**config.mk**
```make
export PLATFORM = sky130hd
export DESIGN_NAME = dsss_spreader
export DESIGN_NICKNAME = d
export VERILOG_FILES = /design/src/rtl/dsss_pkg.sv /design/src/rtl/dsss_pn_gen.sv /design/src/rtl/dsss_seq_ctrl.sv /design/src/rtl/dsss_frame_asm.sv /design/src/rtl/dsss_spreader.sv
export SDC_FILE = /design/constraint.sdc
export NUM_CORES = 1
export LEC_CHECK = 0
export ABC_AREA = 1
export BUFFER_PORTS_ARGS = -buffer_cell sky130_fd_sc_hd__buf_4
export CAP_MARGIN = 20
export CORE_ASPECT_RATIO = 0.7
export CORE_MARGIN = 2
export CORE_UTILIZATION = 45
export DETAILED_ROUTE_END_ITERATION = 8
export PLACE_DENSITY = 0.67
export SLEW_MARGIN = 25
export SYNTH_ARGS = -nofsm -noshare
export SYNTH_HDL_FRONTEND = slang
export SYNTH_SLANG_ARGS = --single-unit
```
**constraint.sdc**
```tcl
create_clock -name clk -period 1.9 [get_ports clk]
set_input_delay 0.095 -clock clk [delete_from_list [all_inputs] [get_ports clk]]
set_output_delay 0.095 -clock clk [all_outputs]
set_load 0.01 [all_outputs]
```
**src/rtl/dsss_pkg.sv**
```systemverilog
package dsss_pkg;

    localparam int unsigned MSG_W   = 4;
    localparam int unsigned PN_W    = 4;
    localparam int unsigned PN_LEN  = (1 << PN_W) - 1;
    localparam int unsigned FRAME_W = MSG_W * PN_LEN;

    // Tap mask over the state; state[0] is the chip leaving the register.
    localparam logic [PN_W-1:0] PN_TAPS = 4'b1001;
    // Seed giving the period 0010 0011 1101 011 from state[0].
    localparam logic [PN_W-1:0] PN_SEED = 4'b0100;

    typedef enum logic [1:0] {
        ST_IDLE = 2'd0,
        ST_SEND = 2'd1,
        ST_DONE = 2'd2
    } tx_state_e;

    function automatic logic [PN_W-1:0] pn_step(
        input logic [PN_W-1:0] s,
        input logic [PN_W-1:0] taps
    );
        logic fb;
        fb = ^(s & taps);
        return {fb, s[PN_W-1:1]};
    endfunction

    function automatic logic [PN_W-1:0] pn_safe_seed(input logic [PN_W-1:0] s);
        return (s == '0) ? {{(PN_W-1){1'b0}}, 1'b1} : s;
    endfunction

endpackage

```
**src/rtl/dsss_pn_gen.sv**
```systemverilog
module dsss_pn_gen
    import dsss_pkg::*;
#(
    parameter int unsigned W = PN_W,
    parameter logic [W-1:0] TAPS = PN_TAPS,
    parameter logic [W-1:0] SEED = PN_SEED
) (
    input  logic         clk,
    input  logic         rst,
    input  logic         restart,
    input  logic         advance,
    output logic [W-1:0] state,
    output logic         chip
);

    localparam logic [W-1:0] SEED_OK = (SEED == '0) ? {{(W-1){1'b0}}, 1'b1} : SEED;

    logic [W-1:0] nxt;

    always_comb begin
        nxt = {^(state & TAPS), state[W-1:1]};
        if (nxt == '0) nxt = SEED_OK;
    end

    always_ff @(posedge clk) begin
        if (rst)          state <= SEED_OK;
        else if (restart) state <= SEED_OK;
        else if (advance) state <= nxt;
    end

    assign chip = state[0];

    // the register never holds the lockup value
    a_r3_never_zero: assert property (@(posedge clk) disable iff (rst)
        state != '0);

endmodule

```
**src/rtl/dsss_seq_ctrl.sv**
```systemverilog
module dsss_seq_ctrl
    import dsss_pkg::*;
#(
    parameter int unsigned NBITS = MSG_W,
    parameter int unsigned SEGLEN = PN_LEN,
    localparam int unsigned BW = (NBITS > 1) ? $clog2(NBITS) : 1,
    localparam int unsigned CW = (SEGLEN > 1) ? $clog2(SEGLEN) : 1
) (
    input  logic          clk,
    input  logic          rst,
    input  logic          start,
    output tx_state_e     cur_state,
    output logic [BW-1:0] bit_idx,
    output logic [CW-1:0] chip_idx,
    output logic          accept,
    output logic          seg_end,
    output logic          frame_end
);

    localparam logic [CW-1:0] CHIP_LAST = CW'(SEGLEN - 1);
    localparam logic [BW-1:0] BIT_FIRST = BW'(NBITS - 1);

    assign accept    = (cur_state == ST_IDLE) && start;
    assign seg_end   = (cur_state == ST_SEND) && (chip_idx == CHIP_LAST);
    assign frame_end = seg_end && (bit_idx == '0);

    always_ff @(posedge clk) begin
        if (rst) begin
            cur_state <= ST_IDLE;
            bit_idx   <= '0;
            chip_idx  <= '0;
        end else begin
            unique case (cur_state)
                ST_IDLE: begin
                    if (start) begin
                        cur_state <= ST_SEND;
                        bit_idx   <= BIT_FIRST;
                        chip_idx  <= '0;
                    end
                end
                ST_SEND: begin
                    if (chip_idx == CHIP_LAST) begin
                        chip_idx <= '0;
                        if (bit_idx == '0) cur_state <= ST_DONE;
                        else               bit_idx   <= bit_idx - 1'b1;
                    end else begin
                        chip_idx <= chip_idx + 1'b1;
                    end
                end
                ST_DONE: cur_state <= ST_IDLE;
                default: cur_state <= ST_IDLE;
            endcase
        end
    end

    // an idle block without a request stays idle
    a_r9_idle_stays: assert property (@(posedge clk) disable iff (rst)
        (cur_state == ST_IDLE && !start) |=> (cur_state == ST_IDLE));

    // the chip index never passes the segment length
    a_r6_chip_in_range: assert property (@(posedge clk) disable iff (rst)
        chip_idx <= CHIP_LAST);

endmodule

```
**src/rtl/dsss_frame_asm.sv**
```systemverilog
module dsss_frame_asm
    import dsss_pkg::*;
#(
    parameter int unsigned FW = FRAME_W
) (
    input  logic          clk,
    input  logic          rst,
    input  logic          clear,
    input  logic          shift_en,
    input  logic          chip_in,
    output logic [FW-1:0] frame
);

    always_ff @(posedge clk) begin
        if (rst || clear)  frame <= '0;
        else if (shift_en) frame <= {frame[FW-2:0], chip_in};
    end

    // the frame holds still when nothing is shifted in
    a_r7_frame_hold: assert property (@(posedge clk) disable iff (rst)
        (!shift_en && !clear) |=> $stable(frame));

endmodule

```
**src/rtl/dsss_spreader.sv**
```systemverilog
module dsss_spreader
    import dsss_pkg::*;
(
    input  logic               clk,
    input  logic               rst,
    input  logic               start,
    input  logic [MSG_W-1:0]   msg_in,
    output logic               chip_out,
    output logic               chip_valid,
    output logic               frame_done,
    output logic [FRAME_W-1:0] frame_out
);

    localparam int unsigned BW = (MSG_W > 1) ? $clog2(MSG_W) : 1;
    localparam int unsigned CW = (PN_LEN > 1) ? $clog2(PN_LEN) : 1;
    localparam logic [PN_W-1:0] SEED_OK = pn_safe_seed(PN_SEED);

    tx_state_e        cur_state;
    logic [BW-1:0]    bit_idx;
    logic [CW-1:0]    chip_idx;
    logic             accept, seg_end, frame_end;
    logic [PN_W-1:0]  pn_state;
    logic             pn_chip;
    logic [MSG_W-1:0] msg_reg;
    logic             sending;

    dsss_seq_ctrl #(.NBITS(MSG_W), .SEGLEN(PN_LEN)) u_ctrl (
        .clk       (clk),
        .rst       (rst),
        .start     (start),
        .cur_state (cur_state),
        .bit_idx   (bit_idx),
        .chip_idx  (chip_idx),
        .accept    (accept),
        .seg_end   (seg_end),
        .frame_end (frame_end)
    );

    assign sending = (cur_state == ST_SEND);

    dsss_pn_gen #(.W(PN_W), .TAPS(PN_TAPS), .SEED(PN_SEED)) u_pn (
        .clk     (clk),
        .rst     (rst),
        .restart (accept || seg_end),
        .advance (sending),
        .state   (pn_state),
        .chip    (pn_chip)
    );

    always_ff @(posedge clk) begin
        if (rst)         msg_reg <= '0;
        else if (accept) msg_reg <= msg_in;
    end

    assign chip_out   = sending & (msg_reg[bit_idx] ~^ pn_chip);
    assign chip_valid = sending;
    assign frame_done = (cur_state == ST_DONE);

    dsss_frame_asm #(.FW(FRAME_W)) u_asm (
        .clk      (clk),
        .rst      (rst),
        .clear    (accept),
        .shift_en (sending),
        .chip_in  (chip_out),
        .frame    (frame_out)
    );

    // every segment begins at the seed phase of the code
    a_r2_segment_phase: assert property (@(posedge clk) disable iff (rst)
        (chip_valid && chip_idx == '0) |-> (pn_state == SEED_OK));

    // completion follows the last chip of the last bit
    a_r7_done_after_last: assert property (@(posedge clk) disable iff (rst)
        frame_end |=> frame_done);

    // completion is a single-cycle pulse
    a_r7_done_single: assert property (@(posedge clk) disable iff (rst)
        frame_done |=> !frame_done);

    // chips and completion never share a cycle
    a_r6_valid_not_done: assert property (@(posedge clk) disable iff (rst)
        !(chip_valid && frame_done));

    // the captured message cannot change while a frame is out
    a_r8_msg_locked: assert property (@(posedge clk) disable iff (rst)
        (cur_state != ST_IDLE) |=> $stable(msg_reg));

endmodule

```
# After elaboration in Yosys (flattened, before gate mapping)
# Cells that the tools add are included.
word_totals:
  ff_bits: 76
  input_bits: 7
  output_inout_bits: 63
  word_cells: 45
op_classes:
  add_sub_neg: 2
  n_lt_le_gt_ge: 1
  n_eq_ne: 7
  mux: 14
  bitwise_logic: 2
  reduce_logical: 13
ops:
  columns: ["cell", "n"]
  rows:
  - ["two-way mux 2 bit", 6]
  - ["two-way mux 4 bit", 3]
  - ["case mux 2 bit (2 select lines)", 2]
  - ["case mux 4 bit (2 select lines)", 1]
  - ["adder 4 x 1 -> 4 bit (second input constant)", 1]
  - ["== test 4 bit (second input constant)", 1]
  - ["zero test 2 bit", 2]
  - ["zero test 4 bit", 1]
  - ["!= test 2 x 1 -> 1 bit (second input constant)", 2]
  - ["!= test 2 bit (second input constant)", 2]
  - ["AND reduction 4 bit", 1]
  - ["XOR reduction 4 bit", 1]
  - ["less-than comparator 2 x 3 -> 1 bit (second input constant)", 1]
  - ["AND reduction 3 bit", 1]
  - ["binary-select mux 1 bit (select 2 bit)", 1]
  - ["== test 2 x 1 -> 1 bit (second input constant)", 1]
  - ["== test 2 bit (second input constant)", 1]
  - ["logical AND 1 bit", 2]
  - ["logical OR 1 bit", 2]
  - ["AND reduction 2 bit", 1]
  - ["nonzero test 2 bit", 1]
  - ["OR reduction 2 bit", 1]
  - ["subtractor 2 x 1 -> 2 bit (second input constant)", 1]
  - ["bitwise AND 1 bit", 1]
  - ["2 further kinds", 2]

# Depth between registers and ports, before layout
# Gate-level depths: netlist of run 1.
depth:
  depth_word: 4
  mapped_depth: 8
  depth_no_buf: 8

# Cells and area by module
# A second synthesis of run 1 with hierarchy kept.
hier_totals:
  hier_cells: 503
  hier_area_um2: 3308.2
modules_own_cells:
  columns: ["module", "n_inst", "cells_each", "area_each_um2"]
  rows:
  - ["dsss_frame_asm", 1, 380, 2446.1]
  - ["dsss_seq_ctrl", 1, 61, 444.2]
  - ["dsss_spreader", 1, 35, 224.0]
  - ["dsss_pn_gen", 1, 27, 193.9]

# Least setup slack after synthesis of run 1
# No wires, ideal clock.
synth_path:
  path_kind: "register -> register"
  start: "register u_ctrl.chip_idx[0]"
  end: "register u_ctrl.chip_idx[1]"
  setup_ps: 70
  arrival_time_ps: 1107
  required_ps: 1830
  path_slack_ps: 723
  stages_incl_launch_ff: 7
  path_buffers: 0
  synth_period_minus_slack_ps: 1177
  cell_sequence: "dfxtp_1 > inv_1 > ha_1 > nand3_1 > nand2_1 > or2_0 > a21oi_1"
synth_between:
  elab_chain_len: 3
  elab_cells_between_ends: 4
  classes_between: "add/sub: 1; eq/ne: 1; mux: 2"
synth_lines:
  columns: ["element", "line_no", "rtl"]
  rows:
  - ["from (decl)", "dsss_seq_ctrl.sv:14", "output logic [CW-1:0] chip_idx,"]
  - ["from (signal assigned)", "dsss_seq_ctrl.sv:47", "chip_idx <= chip_idx + 1'b1;"]
  - ["adder 4 x 1 -> 4 bit / == test 4 bit (equally long branches)", "dsss_seq_ctrl.sv:47, dsss_seq_ctrl.sv:42", null]
  - ["two-way mux 4 bit (*)", "dsss_seq_ctrl.sv:42", "if (chip_idx == CHIP_LAST) begin"]
  - ["case mux 4 bit (2 select lines) (*)", "dsss_seq_ctrl.sv:33", "unique case (cur_state)"]
# Mark *: on every way between the ends. The rest lies on a longest branch, timed or not.
# A chain may end at the register's enable or synchronous reset.

# Worst setup path in the final report of run 1
layout_path:
  start: "register u_ctrl.cur_state[0]"
  end: "register u_asm.frame[6]"
layout_between:
  elab_chain_len: 3
  elab_cells_between_ends: 4
  classes_between: "eq/ne: 1; reduce/logical: 3"
layout_lines:
  columns: ["element", "line_no", "rtl"]
  rows:
  - ["from (decl)", "dsss_seq_ctrl.sv:12", "output tx_state_e cur_state,"]
  - ["from (signal assigned)", "dsss_seq_ctrl.sv:29", "cur_state <= ST_IDLE;"]
  - ["from (signal assigned)", "dsss_seq_ctrl.sv:36", "cur_state <= ST_SEND;"]
  - ["from (signal assigned)", "dsss_seq_ctrl.sv:44", "if (bit_idx == '0) cur_state <= ST_DONE;"]
  - ["zero test 2 bit", "dsss_seq_ctrl.sv:23", "assign accept = (cur_state == ST_IDLE) && start;"]
  - ["logical AND 1 bit", "dsss_seq_ctrl.sv:23", null]
  - ["logical OR 1 bit", "dsss_frame_asm.sv:15", "if (rst || clear) frame <= '0;"]
  - ["to (signal assigned)", "dsss_frame_asm.sv:16", "else if (shift_en) frame <= {frame[FW-2:0], chip_in};"]
  - ["to (decl)", "dsss_frame_asm.sv:11", "output logic [FW-1:0] frame"]
# Parallel ways exist; a longest one is shown, timed or not.

==> metrics.yaml, run 1 <==
syn_nets: 380
clockRootBuffer: "clkbuf_8"
largest_reg_flops: 60
r2r_setup_slack_ns: 0.29
finalHoldViolCount: 0
seq_area_frac_synth_pct: 49.1
dp_hpwl_um: 4260
core_area_um2: 6690
crit_type: "reg -> reg"
worst_pin_slew_ns: 0.656
finClkSkew_ns: 0.00983
path_clk_slew_ns: 0.08
die_height_um: 73.4
chipWidth_um: 103
grt_pass1_wl_um: 10600
drt-initial-drc-count: 92
grt_pass1_vias: 2282
grt_setup_unrepaired: "false"
crit_required_ns: 2.17
synth_area_um2: 3100
max_cap_viol_count: 0
hold_path.class: "in -> reg"
place_congestion: 0.862
power_density_nw_per_um2: 926
fmax_mhz: 623
fin_area_um2: 3930
cts_resized: 0
ys_ff_latch: 76
grt_remaining_overflow: 0
grt.total_usage_pct: 17.9
yosys_warnings: 0
synthDistinctLibCells: 22
rows: 25
cts_buffers: 9
slew_violations: 0
clock-sinks: 76
cp-end-kind: "register"
antenna_found_initial: 0
regMostFlops: "u_asm.frame"
worstPathMaxFanout: 22
clockBufferDepth: 2
via_count: 2531
route.detailed.drc: 0
finalPower_uw: 3630
final_util_pct: 58.6
outcome: "completed"
startpoint_type: "register"
p_leak_uw: 0.00145
wire_per_inst_um: 12.3
fin_ws_ns: 0.295
placed_area_um2: 3650
nFillCells: 635
nets: 447
drt-vias-per-instance: 4.74
cts_tree: "yes"
syn_area_per_cell_um2: 8.40
layout-drive-gt1-share_pct: 35.9
yosys.area.top_type_share_pct: 49.1
die_area_um2: 7570
htree_levels: 3
synth_cells: 369
yosysTopAreaCell: "dfxtp_1"
routed_wirelength_um: 6540
first_pass_iters: 4
setup_viol: 0
setup-tns-final_ns: 0
slew_headroom_pct: 56.3
n_antenna_cell: 0
io_pins: 70
cp.arrival_ns: 1.88
layout_common_cells: "142 x nand2_1, 76 x dfxtp_1, 71 x buf_4, 60 x a21oi_2, 16 x nor2_1"
layout_commonest_cell: "nand2_1"
synthTopCellsByArea: "dfxtp_1 49%, nand2_1 17%, a21oi_2 17%, buf_6 3.3%, nor2_1 1.9%"
start_util_pct: 46.3
ant_nets: 0
synthToLayoutAreaGrowth_pct: 26.7
insertion_delay_ns: 0.34
min_period_over_period_pct: 84.5
grt_max_degree: 68
fin_crit_ns: 1.61
place_ws_ns: 0.289
io_buffer_count: 69
peakVddDrop_uv: 473
## report_power, final
| part | switching [µW] | internal (µW) | total, µW | leakage [µW] |
|---|---|---|---|---|
| Sequential | 25.5 | 1620 | 1650 | 0.000614 |
| Combinational | 290 | 122 | 412 | 0.000706 |
| Clock | 576 | 997 | 1570 | 0.000126 |
## final timing paths
kind	startpoint	endpoint	depth (start not counted)
hold reg to reg	u_asm.frame[59]$_SDFFE_PP0N_	u_asm.frame[59]$_SDFFE_PP0N_	2
setup reg to reg	u_ctrl.cur_state[0]$_SDFFE_PP0P_	u_asm.frame[6]$_SDFFE_PP0N_	7
setup / recovery	u_ctrl.cur_state[0]$_SDFFE_PP0P_	u_asm.frame[6]$_SDFFE_PP0N_	7
hold / removal	msg_in[1]	msg_reg[1]$_SDFFE_PP0P_	3
## per-stage QoR
step / cells / hold slack, ns
5_1_grt: 534 / 0.00403
4_1_cts: 534 / 0.00291
2_1_floorplan: 369 / 0.164
3_5_place_dp: 517 / 0.318
6_report: 534 / 0.0171
3_3_place_gp: 517 / 0.315
## logic make-up after synthesis
family,Yosys count,share of synthesized area (%)
buffers and inverters,36,7.03
adder cells (fa/ha/maj),4,1.62
flip-flops,76,49.1
AO/OA/AOI/OAI,83,20.8
AND/OR/NAND/NOR,170,21.4
## layer usage
layer | track usage [%] | routed length [µm] | vias to the layer above
met5 | 0 | 0 | -
met3 | 6.57 | 417 | 6
met2 | 27.1 | 2810 | 65
met4 | 6.14 | 51 | 0
met1 | 23.8 | 3260 | 1148
li1 | - | - | 1312
## synth_stat cells
cell and n:
nand2_1 142, dfxtp_1 76, a21oi_2 60, nor2_1 16, inv_1 10, a21oi_1 9
buf_6 9, o21ai_1 7, buf_2 6, inv_2 6, nand3_1 6, o21ai_0 5
ha_1 4, clkbuf_1 3, buf_4 2, nor2_2 2, a31oi_1 1, nand2_2 1
nand3_2 1, nor4_1 1, o211ai_1 1, or2_0 1
## critical path, stage by stage, from the launching register on
cell	delay, ns
dfxtp_1	0.43
inv_2	0.07
nand3_2	0.12
inv_2	0.09
nor2_2	0.10
clkinv_2	0.31
buf_12	0.30
a21oi_2	0.11
## repair_timing
item	in CTS	in global routing
hold endpoints to repair	4	0
buffers inserted	0	0
hold buffers	2	0
setup endpoints to repair	0	0
## cell type report
class / count / area, µm² / area share [%]
multi-input combinational: 257 / 1360 / 34.6
tap: 94 / 118 / 3.00
sequential: 76 / 1520 / 38.8
clock inverter: 5 / 125 / 3.19
inverter: 16 / 61.3 / 1.56
timing repair buffer: 76 / 613 / 15.6
clock buffer: 10 / 128 / 3.25
No activity file was read; power rests on OpenSTA's default activity.
==> inputs of run 2 (changes only) <==
==> constraint.sdc (replaced) <==
create_clock -name clk -period 1.6 [get_ports clk]
set_input_delay 0.08 -clock clk [delete_from_list [all_inputs] [get_ports clk]]
set_output_delay 0.08 -clock clk [all_outputs]
set_load 0.01 [all_outputs]
==> metrics.yaml, run 2 (synthesized netlist as in run 1, its figures left out) <==
routed_wirelength_um: 6580  # +0.64%
ant_nets: 0  # unchanged
antenna_found_initial: 0  # unchanged
via_count: 2580  # +1.9%
whs_ns: 0.0211  # +0.00396 ns
place_ws_ns: 0.263  # -0.0263 ns
io_buffer_count: 69  # unchanged
nets: 449  # +0.45%
cts_tree: "yes"
p_leak_uw: 0.00143  # -1.2%
path_clk_slew_ns: 0.08  # about the same
grt_setup_unrepaired: "false"
regMostFlops: "u_asm.frame"
hold_path.class: "in -> reg"
layout-drive-gt1-share_pct: 36.6  # +0.66 points
chipWidth_um: 103  # unchanged
finalHoldViolCount: 0  # unchanged
p_switching_uw: 1070  # +20%
largest_reg_flops: 60  # unchanged
layout_commonest_cell: "nand2_1"
clockRootBuffer: "clkbuf_8"
n_antenna_cell: 0  # unchanged
slew_headroom_pct: 72.3  # +16 points
worstPathMaxFanout: 40  # +82%
final_cell_count_no_fill: 537  # +0.56%
grt_remaining_overflow: 0  # unchanged
cp.arrival_ns: 1.39  # -0.49 ns
grt_pass1_wl_um: 10700  # +1.8%
dp_hpwl_um: 4390  # +3.2%
fin_ws_ns: 0.128  # -0.167 ns
fmax_mhz: 679
power_density_nw_per_um2: 1010  # +8.7%
htree_levels: 3  # unchanged
power.internal_uw: 2850  # +3.9%
postCtsSetupBuffers: 0  # unchanged
grt_pass1_vias: 2322  # +1.8%
pwr-share-seq_pct: 50.0  # +4.6 points
die_area_um2: 7570  # unchanged
setup-tns-final_ns: 0  # unchanged
layout_common_cells: "142 x nand2_1, 74 x dfxtp_1, 72 x buf_4, 60 x a21oi_2, 16 x nor2_1"
peakVddDrop_uv: 496  # +4.9%
min_period_over_period_pct: 92.0
route.detailed.drc: 0  # unchanged
worst_pin_slew_ns: 0.415  # -0.241 ns
fin_crit_ns: 1.47
finClkSkew_ns: 0.00628  # -0.00354 ns
crit_type: "reg -> out"
final_util_pct: 58.2  # -0.47 points
synthToLayoutAreaGrowth_pct: 25.7
cp-end-kind: "output port"
insertion_delay_ns: 0.34  # about the same
setup_viol: 0  # unchanged
grt.total_usage_pct: 18.1  # +0.18 points
dp_cells: 518  # +0.19%
rows: 25  # unchanged
wire_per_inst_um: 12.3  # about the same
first_pass_iters: 5  # +1
die_height_um: 73.4  # unchanged
outcome: "completed"
place_congestion: 0.796  # -7.6%
nFillCells: 645  # +1.6%
r2r_setup_slack_ns: 0.25  # -0.04 ns
core_area_um2: 6690  # unchanged
cts_buffers: 9  # unchanged
combPwrFrac_pct: 12.7  # +1.4 points
io_pins: 70  # unchanged
clock-sinks: 76  # unchanged
max_cap_viol_count: 0  # unchanged
crit_required_ns: 1.52  # -0.65 ns
start_util_pct: 46.3  # unchanged
grt_max_degree: 41  # -40%
drt-vias-per-instance: 4.80  # +1.4%
clockBufferDepth: 2  # unchanged
clkPwrFrac_pct: 37.3  # -6.0 points
slew_violations: 0  # unchanged
drt-initial-drc-count: 82  # -11%
startpoint_type: "register"
sw_frac_of_total_pct: 27.3  # +2.8 points
==> run 2: stage by stage <==
step           area [µm²]  total power [µW]
2_1_floorplan        3100              2400
3_3_place_gp         3660              2490
3_5_place_dp         3660              2500
4_1_cts              3890              3970
5_1_grt              3890              4120
6_report             3890              3920
==> run 2: worst max-delay path, cell delays in order, from the launching register on <==
cell and delay [ns]:
dfxtp_2 0.38, nand2_2 0.10, inv_2 0.17, buf_12 0.23, buf_4 0.15
==> run 2: cell type report <==
type	instances	area, µm²	share of cell area [%]
Inverter	16	61.3	1.57
Multi-Input combinational cell	257	1360	34.9
Clock inverter	5	60.1	1.54
Timing Repair Buffer	78	631	16.2
Clock buffer	11	141	3.63
Sequential cell	76	1520	39.1
Tap cell	94	118	3.02
==> run 2: timing repair <==
| action | 4_1_cts | 5_1_grt |
|---|---|---|
| setup endpoints to repair | 0 | 2 |
| resized for setup | 0 | 2 |
| endpoints found under the hold margin | 5 | 0 |
| hold buffers | 3 | 0 |
==> run 2: path summary, 6_finish.rpt <==
path | start | end | cells after the start
setup / recovery | u_ctrl.cur_state[0]$_SDFFE_PP0P_ | chip_valid | 4
hold / removal | msg_in[1] | msg_reg[1]$_SDFFE_PP0P_ | 3
setup reg to reg | u_ctrl.chip_idx[0]$_SDFFE_PP0P_ | u_ctrl.chip_idx[1]$_SDFFE_PP0P_ | 6
hold reg to reg | u_asm.frame[59]$_SDFFE_PP0N_ | u_asm.frame[59]$_SDFFE_PP0N_ | 2
==> run 2: routing by layer <==
metal / track usage [%] / vias to the layer above / wire [µm]
met4: 4.68 / 0 / 23
li1: - / 1321 / -
met2: 27.8 / 66 / 2880
met5: 0 / - / 0
met3: 7.04 / 2 / 421
met1: 24.0 / 1191 / 3260
==> run 2: power by group through the flow <==
stage | sequential, µW | combinational [µW] | clock [µW]
3_3_place_gp | 2000 | 494 | 0
3_5_place_dp | 2000 | 494 | 0
4_1_cts | 1960 | 501 | 1510
5_1_grt | 1960 | 557 | 1600
6_report | 1960 | 500 | 1460
2_1_floorplan | 2000 | 399 | 0
